`src/rtl/irq_fanin_pkg.sv`:
```
// Shared constants and register address map for the interrupt fan-in controller.
// Assumes a 3-bit word address bus; the map is fixed by software convention.
package irq_fanin_pkg;
    localparam int unsigned SRC_COUNT  = 32;
    localparam int unsigned DIRECT_MIN = 21;
    localparam int unsigned ADDR_W     = 3;

    typedef enum logic [ADDR_W-1:0] {
        RA_STATUS = 3'd0,
        RA_RAW    = 3'd1,
        RA_ENABLE = 3'd2,
        RA_EN_SET = 3'd3,
        RA_EN_CLR = 3'd4,
        RA_PASS   = 3'd5
    } reg_addr_e;
endpackage

```
`src/rtl/irq_fanin_regs.sv`:
```
// Enable and pass-through state for the fan-in controller.
// The enables change only through set and clear strobes; when both touch a bit,
// the clear wins. Pass-through bits below DIRECT_MIN are constant zero.
// Assumes write strobes are single-cycle and already decoded.
module irq_fanin_regs #(
    parameter int unsigned SRC_COUNT  = 32,
    parameter int unsigned DIRECT_MIN = 21
) (
    input  logic                 clk,
    input  logic                 rst_n,
    input  logic                 set_stb,
    input  logic                 clr_stb,
    input  logic                 pass_stb,
    input  logic [SRC_COUNT-1:0] wdata,
    output logic [SRC_COUNT-1:0] en_q,
    output logic [SRC_COUNT-1:0] pass_q
);
    logic [SRC_COUNT-1:0] set_mask;
    logic [SRC_COUNT-1:0] clr_mask;

    // Gate the write data into per-strobe bit masks.
    always_comb begin
        set_mask = set_stb ? wdata : '0;
        clr_mask = clr_stb ? wdata : '0;
    end

    // Enable register: OR in set bits, then knock out clear bits.
    always_ff @(posedge clk) begin
        if (!rst_n) en_q <= '0;
        else        en_q <= (en_q | set_mask) & ~clr_mask;
    end

    // Pass-through bits: flops only where a direct line exists.
    for (genvar i = 0; i < SRC_COUNT; i++) begin : g_pass
        if (i < DIRECT_MIN) begin : g_fixed
            assign pass_q[i] = 1'b0;
        end else begin : g_flop
            logic bit_q;
            // Load this pass-through bit on a pass register write.
            always_ff @(posedge clk) begin
                if (!rst_n)       bit_q <= 1'b0;
                else if (pass_stb) bit_q <= wdata[i];
            end
            assign pass_q[i] = bit_q;
        end
    end

    // every bit written to the set register is enabled afterwards
    p_set_applies_r2: assert property (@(posedge clk) disable iff (!rst_n)
        (set_stb && !clr_stb) |=> ((en_q & $past(wdata)) == $past(wdata)));

    // every bit written to the clear register is disabled afterwards
    p_clr_applies_r3: assert property (@(posedge clk) disable iff (!rst_n)
        clr_stb |=> ((en_q & $past(wdata)) == '0));

    // without a set or clear strobe the enables hold
    p_en_hold_r9: assert property (@(posedge clk) disable iff (!rst_n)
        (!set_stb && !clr_stb) |=> $stable(en_q));

    // without a pass write the pass-through bits hold
    p_pass_hold_r9: assert property (@(posedge clk) disable iff (!rst_n)
        !pass_stb |=> $stable(pass_q));
endmodule

```
`src/rtl/irq_fanin_route.sv`:
```
// Output routing: splits enabled pending sources between the combined line and
// the direct lines. Purely combinational; assumes sources are level-held.
module irq_fanin_route #(
    parameter int unsigned SRC_COUNT  = 32,
    parameter int unsigned DIRECT_MIN = 21,
    localparam int unsigned DIRECT_N  = SRC_COUNT - DIRECT_MIN
) (
    input  logic [SRC_COUNT-1:0] src_level,
    input  logic [SRC_COUNT-1:0] en_q,
    input  logic [SRC_COUNT-1:0] pass_q,
    output logic                 combined_irq,
    output logic [DIRECT_N-1:0]  direct_irq
);
    logic [SRC_COUNT-1:0] live;

    // Sources that are both pending and enabled.
    always_comb live = src_level & en_q;

    // Non-diverted live sources are merged into one line.
    always_comb combined_irq = |(live & ~pass_q);

    // One direct line per divertible source.
    for (genvar k = 0; k < DIRECT_N; k++) begin : g_direct
        assign direct_irq[k] = live[DIRECT_MIN+k] & pass_q[DIRECT_MIN+k];
    end
endmodule

```
`src/rtl/irq_fanin_rdmux.sv`:
```
// Read-data multiplexer. Returns zero when no read is presented or the
// address is unmapped; the set and clear registers read as zero.
module irq_fanin_rdmux
    import irq_fanin_pkg::*;
#(
    parameter int unsigned SRC_COUNT = 32
) (
    input  logic                 rd_stb,
    input  logic [ADDR_W-1:0]    addr,
    input  logic [SRC_COUNT-1:0] status,
    input  logic [SRC_COUNT-1:0] raw,
    input  logic [SRC_COUNT-1:0] en_q,
    input  logic [SRC_COUNT-1:0] pass_q,
    output logic [SRC_COUNT-1:0] rdata
);
    // Select the addressed word for a read.
    always_comb begin
        rdata = '0;
        if (rd_stb) begin
            case (reg_addr_e'(addr))
                RA_STATUS: rdata = status;
                RA_RAW:    rdata = raw;
                RA_ENABLE: rdata = en_q;
                RA_PASS:   rdata = pass_q;
                default:   rdata = '0;
            endcase
        end
    end
endmodule

```
`src/rtl/irq_fanin_ctrl.sv`:
```
// Top of the secondary interrupt fan-in controller. Decodes the single-cycle
// register bus, holds enables and pass-through bits, and drives the combined
// line and the direct lines. Assumes bus_sel/bus_wr are synchronous to clk.
module irq_fanin_ctrl
    import irq_fanin_pkg::*;
#(
    parameter int unsigned SRC_COUNT  = irq_fanin_pkg::SRC_COUNT,
    parameter int unsigned DIRECT_MIN = irq_fanin_pkg::DIRECT_MIN,
    localparam int unsigned DIRECT_N  = SRC_COUNT - DIRECT_MIN
) (
    input  logic                 clk,
    input  logic                 rst_n,
    input  logic                 bus_sel,
    input  logic                 bus_wr,
    input  logic [ADDR_W-1:0]    bus_addr,
    input  logic [SRC_COUNT-1:0] bus_wdata,
    output logic [SRC_COUNT-1:0] bus_rdata,
    input  logic [SRC_COUNT-1:0] src_level,
    output logic                 combined_irq,
    output logic [DIRECT_N-1:0]  direct_irq
);
    logic                 wr_stb, rd_stb;
    logic                 set_stb, clr_stb, pass_stb;
    logic [SRC_COUNT-1:0] en_q, pass_q, status;

    // Decode the bus cycle into per-register strobes.
    always_comb begin
        wr_stb   = bus_sel & bus_wr;
        rd_stb   = bus_sel & ~bus_wr;
        set_stb  = wr_stb & (bus_addr == RA_EN_SET);
        clr_stb  = wr_stb & (bus_addr == RA_EN_CLR);
        pass_stb = wr_stb & (bus_addr == RA_PASS);
    end

    // Status word seen by software.
    always_comb status = src_level & en_q;

    irq_fanin_regs #(.SRC_COUNT(SRC_COUNT), .DIRECT_MIN(DIRECT_MIN)) u_regs (
        .clk      (clk),
        .rst_n    (rst_n),
        .set_stb  (set_stb),
        .clr_stb  (clr_stb),
        .pass_stb (pass_stb),
        .wdata    (bus_wdata),
        .en_q     (en_q),
        .pass_q   (pass_q)
    );

    irq_fanin_route #(.SRC_COUNT(SRC_COUNT), .DIRECT_MIN(DIRECT_MIN)) u_route (
        .src_level    (src_level),
        .en_q         (en_q),
        .pass_q       (pass_q),
        .combined_irq (combined_irq),
        .direct_irq   (direct_irq)
    );

    irq_fanin_rdmux #(.SRC_COUNT(SRC_COUNT)) u_rdmux (
        .rd_stb (rd_stb),
        .addr   (bus_addr),
        .status (status),
        .raw    (src_level),
        .en_q   (en_q),
        .pass_q (pass_q),
        .rdata  (bus_rdata)
    );

    // the combined line needs some enabled pending source behind it
    p_comb_needs_status_r5: assert property (@(posedge clk) disable iff (!rst_n)
        combined_irq |-> (status != '0));

    // a direct line needs its own source enabled and pending
    for (genvar k = 0; k < DIRECT_N; k++) begin : g_chk_direct
        p_direct_needs_status_r6: assert property (@(posedge clk) disable iff (!rst_n)
            direct_irq[k] |-> status[DIRECT_MIN+k]);
    end

    // read data is quiet when no read is presented
    p_rdata_idle_r10: assert property (@(posedge clk) disable iff (!rst_n)
        !(bus_sel && !bus_wr) |-> (bus_rdata == '0));
endmodule

```
`config.mk`:
```
export PLATFORM = sky130hd
export DESIGN_NAME = irq_fanin_ctrl
export DESIGN_NICKNAME = d
export VERILOG_FILES = /design/src/rtl/irq_fanin_pkg.sv /design/src/rtl/irq_fanin_regs.sv /design/src/rtl/irq_fanin_route.sv /design/src/rtl/irq_fanin_rdmux.sv /design/src/rtl/irq_fanin_ctrl.sv
export SDC_FILE = /design/constraint.sdc
export NUM_CORES = 1
export LEC_CHECK = 0
export ABC_AREA = 1
export BUFFER_PORTS_ARGS = -buffer_cell sky130_fd_sc_hd__buf_2
export CORE_MARGIN = 1
export CORE_UTILIZATION = 30
export CTS_CLUSTER_DIAMETER = 80
export DETAILED_ROUTE_END_ITERATION = 7
export MAX_ROUTING_LAYER = met4
export PLACE_DENSITY_LB_ADDON = 0.2
export SYNTH_ARGS = -nofsm -noshare
export SYNTH_HDL_FRONTEND = slang
export SYNTH_SLANG_ARGS = --single-unit
```
`constraint.sdc`:
```
create_clock -name clk -period 0.98 [get_ports clk]
set_input_delay 0 -clock clk [delete_from_list [all_inputs] [get_ports clk]]
set_output_delay 0 -clock clk [all_outputs]
set_load 0.01 [all_outputs]
```
==> results.toml, run 1 <==
[route]
drc = 0
vias = 3859
final_routed_wirelength_mm = 10.67
vias_per_cell = 4.800
antenna_left = 0
detail_route.wl_per_cell_um = 13.28
first_pass_iters = 4
drt_iter0_markers = 141

[clock_tree]
cts.root.buffer_cell = "sky130_fd_sc_hd__clkbuf_8"
max-clock-path-buffers = 2
h-tree-depth = 2
cts_tree = "yes"
clk_latency_ns = 0.30
clock_sinks = 43
tritoncts_buffers = 5
cts.clk_slew.worst_paths_ns = 0.09

[global_routing]
grt_first_pass_wirelength_mm = 17.06
grtUsageTotal = 0.2168
globalRouteOverflowTotal = 0
grt_pass1_vias = 3639
maximum_number_of_pins_on_one_net_before_global_route_repair = 44
antenna_found_initial = 0

[cells_and_area]
diode_insertion_count_for_antenna_repair = 0
fillCellCount = 995
num-nets-final = 741
finalCoreUtilization = 0.4810
non_filler_instance_count_after_layout = 804
drive_above_1_share = 0.4009
layout-area-overhead-vs-synth_pct = 56.30

[critical_path]
rr_startpoint = "u_regs.en_q[21]$_SDFF_PN0_"
worstSetupStartpointType = "register"
terminus_of_the_critical_flop_to_flop_path = "u_regs.en_q[21]$_SDFF_PN0_"
biggest_fanout_along_the_worst_timing_path = 2
ff2ff_path_depth = 5
setup.worst_path.start = "u_regs.en_q[25]$_SDFF_PN0_"
crit_required_ns = 0.98
worst_setup_path_end_kind = "primary output"
reg2reg_slack_ns = 0.09
critical_path_arrival_ns = 1.31
setup.worst_path.end = "combined_irq"
critPathKind = "register to primary output"

[timing]
finalWorstPathRequiredPeriod_ns = 1.305
timing.final.max_slew_violations = 0
finalCritPeriodShare = 1.332
finalSetupViolations = 39
setup_tns_ns = -3.920
slew_headroom = 0.8466
finalClockSkew_ns = 0
clock.fmax_mhz = 766.1
finalWorstSetupSlack_ns = -0.3254
tightest_slew_ns = 0.2290
hold_viol = 0
unrepaired_setup_endpoints_after_global_routing = "yes"

[yosys]
syn_area_um2 = 2980
synth-seq-area-share = 0.2888
synth.avg_cell_area_um2 = 5.855
synth.net_count = 580
synth_seq_cells = 43
yosysWarnings = 0
synth_cells = 509
netlist-cell-type-count = 16

[outcome]
status = "complete, but fails checks"
violations = "negative setup slack"

[pwr]
p_leak_nw = 2.238
powerDensity_nw_per_um2 = 866.5
finalPower_mw = 4.037
highest_ir_drop_seen_on_vdd_mv = 0.5699

[floorplan]
row_count = 36
fp.dieH_um = 101.7
design.die.area_um2 = 10340
coreArea_um2 = 9684
floorplan.die.width_um = 101.7
initial_core_util = 0.3078
io_pins = 115

[worst_hold_path]
worstHoldPathType = "input pin to register"
worstHoldPathCells = 5

[placed_design]
gp_congestion = 0.8453
placedCellCount = 781
detail_placement_hpwl_mm = 7.608
buffer_ports.inserted = 114

[flow_run]
cap_viol_max_count = 0
==> per-stage QoR <==
step	instance area [µm²]	hold slack [ns]	setup slack, ns
floorplan	2980	0.1205	0.1516
global placement	4090	0.2671	-0.06675
detailed placement	4090	0.2753	-0.08911
CTS	4572	0.008969	-0.3605
global route	4658	0.01669	-0.4060
finish	4658	0.01828	-0.3254
==> timing repair <==
item | CTS | global route
pin swaps | 59 | 22
hold buffers | 11 | 0
setup endpoints to repair | 44 | 44
resized for setup | 107 | 26
endpoints found under the hold margin | 11 | 0
buffers inserted | 5 | 1
cloned | 0 | 0
==> logic make-up after synthesis <==
family	after synthesis	synth area share
flip-flops	43	0.2888
buffers and inverters	114	0.1457
AND/OR/NAND/NOR	212	0.2851
AO/OA/AOI/OAI	140	0.2804
==> worst max-delay path, cell delays in order (launching register included) <==
cell	delay, ns
sky130_fd_sc_hd__dfxtp_2	0.35
sky130_fd_sc_hd__nand2_2	0.06
sky130_fd_sc_hd__nor2_1	0.04
sky130_fd_sc_hd__nor2_1	0.13
sky130_fd_sc_hd__nand2_1	0.10
sky130_fd_sc_hd__nor2_2	0.10
sky130_fd_sc_hd__nand3_1	0.07
sky130_fd_sc_hd__buf_2	0.15
==> registers in the layout, indices dropped and copies added, names as in the netlist <==
signal and cells:
u_regs.g_pass.g_flop.bit_q 11, u_regs.en_q 32
==> cells in the final DEF, fill, tap and decap left out, types with 2 or more instances in the layout <==
master | synthesis | final
sky130_fd_sc_hd__o21ai_1 | 1 | 3
sky130_fd_sc_hd__a21oi_1 | 32 | 31
sky130_fd_sc_hd__dlygate4sd3_1 | 0 | 11
sky130_fd_sc_hd__nand4_1 | 2 | 2
sky130_fd_sc_hd__nor2_1 | 91 | 74
sky130_fd_sc_hd__inv_2 | 1 | 4
sky130_fd_sc_hd__buf_2 | 4 | 110
sky130_fd_sc_hd__buf_4 | 0 | 27
sky130_fd_sc_hd__nand2_1 | 82 | 62
sky130_fd_sc_hd__nor2_4 | 0 | 5
sky130_fd_sc_hd__clkbuf_8 | 0 | 5
sky130_fd_sc_hd__dfxtp_1 | 43 | 4
sky130_fd_sc_hd__buf_6 | 0 | 25
sky130_fd_sc_hd__nor2_2 | 2 | 14
sky130_fd_sc_hd__nand2_4 | 0 | 3
sky130_fd_sc_hd__nand2_2 | 0 | 17
sky130_fd_sc_hd__buf_12 | 0 | 7
sky130_fd_sc_hd__o21bai_1 | 32 | 32
sky130_fd_sc_hd__o211ai_1 | 22 | 22
sky130_fd_sc_hd__o21ai_0 | 53 | 43
sky130_fd_sc_hd__o21ai_2 | 0 | 8
sky130_fd_sc_hd__inv_1 | 87 | 83
sky130_fd_sc_hd__nand3_1 | 35 | 35
sky130_fd_sc_hd__dfxtp_2 | 0 | 39
==> where the power goes <==
part,internal [mW],total [mW],switching [mW]
clock,0.760,1.45,0.688
combinational,0.350,0.793,0.444
sequential,1.78,1.79,0.0190
total,2.89,4.04,1.15
==> synth_stat cells <==
library cell	instances	share of area
sky130_fd_sc_hd__nor2_2	2	0.0042
sky130_fd_sc_hd__inv_1	87	0.11
sky130_fd_sc_hd__nor2_1	91	0.11
sky130_fd_sc_hd__clkbuf_2	1	0.0017
sky130_fd_sc_hd__o211ai_1	22	0.055
sky130_fd_sc_hd__clkbuf_1	21	0.026
sky130_fd_sc_hd__nand2_1	82	0.10
sky130_fd_sc_hd__dfxtp_1	43	0.29
sky130_fd_sc_hd__nand4_1	2	0.0042
sky130_fd_sc_hd__o21bai_1	32	0.081
sky130_fd_sc_hd__inv_2	1	0.0013
sky130_fd_sc_hd__o21ai_1	1	0.0017
sky130_fd_sc_hd__a21oi_1	32	0.054
sky130_fd_sc_hd__nand3_1	35	0.059
sky130_fd_sc_hd__buf_2	4	0.0067
sky130_fd_sc_hd__o21ai_0	53	0.089
==> how the worst min path moves through the flow <==
| stage | startpoint | to | slack, ns |
|---|---|---|---|
| finish | bus_wdata[10] | u_regs.en_q[10]$_SDFF_PN0_ | 0.02 |
| global route | bus_wdata[20] | u_regs.en_q[20]$_SDFF_PN0_ | 0.02 |
| CTS | bus_wdata[10] | u_regs.en_q[10]$_SDFF_PN0_ | 0.009 |
| detailed placement | bus_wdata[26] | u_regs.g_pass[26].g_flop.bit_q$_SDFFE_PN0P_ | 0.28 |
| global placement | bus_wdata[22] | u_regs.g_pass[22].g_flop.bit_q$_SDFFE_PN0P_ | 0.27 |
| floorplan | src_level[30] | direct_irq[9] | 0.12 |
==> routing by layer <==
metal | wire [µm] | part of all wire | global-route usage | vias up
met3 | 661 | 0.062 | 0.03520 | 11
li1 | - | - | - | 1950
met5 | 0 | 0 | - | -
met1 | 4612 | 0.43 | 0.2678 | 1762
met4 | 94 | 0.0088 | 0.03679 | 0
met2 | 5306 | 0.50 | 0.3742 | 136
==> layout make-up <==
class	instances	area, µm²	area share
Multi-Input combinational cell	352	1852	0.3975
Timing Repair Buffer	180	1285	0.2759
Sequential cell	43	909.6	0.1953
Inverter	88	332.8	0.07145
Tap cell	133	166.4	0.03572
Clock buffer	5	68.82	0.01477
Clock inverter	3	43.79	0.009401
Power figures use the tool's default switching activity.
==> run 2: changes to the inputs <==
--- a/config.mk
+++ b/config.mk
@@ -5,7 +5,6 @@
 export SDC_FILE = /design/constraint.sdc
 export NUM_CORES = 1
 export LEC_CHECK = 0
-export ABC_AREA = 1
 export BUFFER_PORTS_ARGS = -buffer_cell sky130_fd_sc_hd__buf_2
 export CORE_MARGIN = 1
 export CORE_UTILIZATION = 30
@@ -13,6 +12,7 @@
 export DETAILED_ROUTE_END_ITERATION = 7
 export MAX_ROUTING_LAYER = met4
 export PLACE_DENSITY_LB_ADDON = 0.2
+export SLEW_MARGIN = 25
 export SYNTH_ARGS = -nofsm -noshare
 export SYNTH_HDL_FRONTEND = slang
 export SYNTH_SLANG_ARGS = --single-unit
==> run 2 against run 1 <==
- the flow still finishes with violations (negative setup slack)
- die area decreased by 19%
- largest cell class unchanged
- highest routed layer unchanged
- sequential cell count is the same
- synthesized cell count fell by 42%
- critical endpoint unchanged
==> results.toml, run 2 <==
[critical_path]
critPathKind = "register to primary output"
cp_top_family = "compound AO/OA/AOI/OAI gates"
rr_startpoint = "u_regs.g_pass[30].g_flop.bit_q$_SDFFE_PN0P_"
setup.worst_path.start = "u_regs.en_q[15]$_SDFF_PN0_"
setup.worst_path.end = "combined_irq"
cp_num_buf_inv = 1
ff2ff_path_depth = 4
crit_required_ns = 0.98
terminus_of_the_critical_flop_to_flop_path = "u_regs.g_pass[30].g_flop.bit_q$_SDFFE_PN0P_"
path_depth = 5
slowest_delay_ns = 0.33
worstSetupStartpointType = "register"
worst_setup_path_end_kind = "primary output"
cpMaxStageDelayCell = "sky130_fd_sc_hd__dfxtp_2"
cp_cell_sequence = "a22o_1 -> a221oi_2 -> and3_4 -> nand4_1 -> buf_2"
critical_path_arrival_ns = 1.51
biggest_fanout_along_the_worst_timing_path = 2
reg2reg_slack_ns = 0.13

[timing]
finalSetupViolations = 41
tightest_slew_ns = 0.4914
finalWorstSetupSlack_ns = -0.5251
slew_headroom = 0.6724
hold_viol = 0
finalCritPeriodShare = 1.536
clock.fmax_mhz = 664.4
timing.final.max_slew_violations = 0
finalWorstPathRequiredPeriod_ns = 1.505
finalClockSkew_ns = 0
unrepaired_setup_endpoints_after_global_routing = "yes"

[route]
vias_per_cell = 5.326
antenna_left = 0
vias = 3137
drt_iter0_markers = 111
first_pass_iters = 4
drc = 0
final_routed_wirelength_mm = 9.637
detail_route.wl_per_cell_um = 16.36

[outcome]
status = "complete, but fails checks"
violations = "negative setup slack"

[yosys]
synthArstFlopShare = 0
synth_top_cells_by_area = "sky130_fd_sc_hd__dfxtp_1 (36%), sky130_fd_sc_hd__a211oi_1 (10%), sky130_fd_sc_hd__a21oi_1 (9.0%), sky130_fd_sc_hd__o22ai_1 (6.8%), sky130_fd_sc_hd__nor2_1 (5.5%)"
synth-seq-area-share = 0.3589
synth.net_count = 367
syn_area_um2 = 2399
synthFlopType = "sky130_fd_sc_hd__dfxtp_1"
synth_seq_cells = 43
synth_cells = 296
synth_top_area_cell = "sky130_fd_sc_hd__dfxtp_1"
yosysTopAreaCellShare = 0.3589
synth.avg_cell_area_um2 = 8.103
synth-edff-count = 0
yosysWarnings = 0
netlist-cell-type-count = 30
netlist_top_cells_count = "sky130_fd_sc_hd__a21oi_1 (43), sky130_fd_sc_hd__dfxtp_1 (43), sky130_fd_sc_hd__nor2_1 (35)"

[cells_and_area]
diode_insertion_count_for_antenna_repair = 0
largest-register = "u_regs.en_q"
layout_common_cells = "sky130_fd_sc_hd__buf_2 (79), sky130_fd_sc_hd__buf_6 (46), sky130_fd_sc_hd__buf_4 (45)"
largest_register_ff_count = 32
drive_above_1_share = 0.6160
layout-area-overhead-vs-synth_pct = 99.22
largestRegisters = "u_regs.en_q x32, u_regs.g_pass.g_flop.bit_q x11"
num-nets-final = 557
mostFrequentLayoutCell = "sky130_fd_sc_hd__buf_2"
finalCoreUtilization = 0.6184

[global_routing]
globalRouteOverflowTotal = 0
grt_pass1_vias = 3212
antenna_found_initial = 0
maximum_number_of_pins_on_one_net_before_global_route_repair = 44
grt_first_pass_wirelength_mm = 15.72
grtUsageTotal = 0.2430

[clock_tree]
cts.clk_slew.worst_paths_ns = 0.09
cts_tree = "yes"
clock_sinks = 43
max-clock-path-buffers = 2
h-tree-depth = 2
cts.root.buffer_cell = "sky130_fd_sc_hd__clkbuf_8"
clk_latency_ns = 0.29
tritoncts_buffers = 5

[floorplan]
initial_core_util = 0.3104
fp.dieH_um = 91.42
design.die.area_um2 = 8357
coreArea_um2 = 7727
io_pins = 115
row_count = 32
floorplan.die.width_um = 91.42

[flow_run]
cap_viol_max_count = 0

[worst_hold_path]
worstHoldPathType = "input pin to register"

[pwr]
p_leak_nw = 1.988
power.switching_fraction = 0.2924
power_report.internal_total_mw = 2.796
finalPower_mw = 3.952
powerDensity_nw_per_um2 = 827.1
seq_power_share = 0.452
power_frac_clock = 0.286
p_comb_frac = 0.262
highest_ir_drop_seen_on_vdd_mv = 0.4876
power_switching_mw = 1.156

[placed_design]
buffer_ports.inserted = 114
post-place-ws_ns = -0.2373
detail_placement_hpwl_mm = 6.120
gp_congestion = 0.8314
[run 2: changes by cell type in the layout (fill, tap and decap cells not counted), sizes merged, moves of 11 or more]
cell / previous run / this run
nand3: 35 / 1
mux2i: 0 / 11
o21bai: 32 / 0
dlygate4sd3: 11 / 32
nand2: 82 / 24
a21oi: 32 / 43
nor2: 93 / 35
o211ai: 22 / 11
and3: 0 / 12
a211oi: 0 / 32
mux2: 0 / 11
o22ai: 0 / 26
inv: 88 / 0
o21ai: 54 / 1
[run 2: layout make-up]
type / count / area, µm²
flip-flops and latches: 43 / 888.4
multi-input cells: 227 / 1987
fillers: 654 / 2949
clock buffers: 6 / 72.57
well taps: 102 / 127.6
repair buffers: 208 / 1687
clock inverters: 2 / 12.51
inverters: 1 / 3.754
[run 2: how the worst min path moves through the flow]
stage / endpoint / slack [ns] / start / cells past startpoint
floorplan: u_regs.en_q[0]$_SDFF_PN0_ / 0.1 / bus_wdata[0] / 1
detailed placement: u_regs.en_q[9]$_SDFF_PN0_ / 0.20 / bus_wdata[9] / 2
global placement: u_regs.en_q[11]$_SDFF_PN0_ / 0.20 / bus_wdata[11] / 2
finish: u_regs.en_q[26]$_SDFF_PN0_ / 0.20 / rst_n / 4
global route: u_regs.g_pass[26].g_flop.bit_q$_SDFFE_PN0P_ / 0.20 / rst_n / 4
CTS: u_regs.en_q[26]$_SDFF_PN0_ / 0.19 / rst_n / 4
[run 2: kinds of logic (layout without fill, tap and decap cells)]
group,Yosys count,after routing,synth area share
DFF,43,43,0.3589
muxes,22,22,0.09755
and+or+nand+nor,82,82,0.1575
AOI/OAI and AO/OA,123,123,0.3286
buffers and inverters,26,217,0.05738
[run 2: worst register-to-register path: stages (launching register included)]
cell and delay, ns:
sky130_fd_sc_hd__dfxtp_2 0.35, sky130_fd_sc_hd__buf_6 0.11, sky130_fd_sc_hd__buf_4 0.12, sky130_fd_sc_hd__mux2i_1 0.12
sky130_fd_sc_hd__nor2_1 0.05
[run 2: metal layers]
metal | track usage | part of all wire | up-vias
met1 | 0.3036 | 0.44 | 1487
met4 | 0.06481 | 0.011 | 0
met3 | 0.03853 | 0.059 | 16
met5 | - | 0 | -
met2 | 0.4060 | 0.49 | 127
li1 | - | - | 1507
[run 2: power groups by stage]
stage / sequential (mW) / clock (mW) / combinational [mW]
5_1_grt: 1.79 / 1.25 / 1.10
4_1_cts: 1.79 / 1.17 / 0.987
3_3_place_gp: 1.82 / 0 / 0.689
3_5_place_dp: 1.82 / 0 / 0.695
2_1_floorplan: 1.82 / 0 / 0.345
6_report: 1.79 / 1.13 / 1.03
[run 2: through the flow]
stage,hold slack [ns],TNS [ns],instance area [µm²],std cells
final,0.1966,-6.576,4778,589
after global routing,0.1953,-8.437,4778,589
after CTS,0.1885,-6.541,4662,588
after detailed placement,0.2010,-11.71,3550,537
after global placement,0.1971,-10.33,3550,537
after floorplan,0.09661,-1.505,2601,296
[run 2: timing repair]
action / CTS / global route
hold endpoints to repair: 43 / 0
setup endpoints to repair: 41 / 44
gates resized for setup: 129 / 40
hold buffers: 32 / 0
pin swaps: 20 / 12
buffers inserted: 13 / 7
cloned: 1 / 0
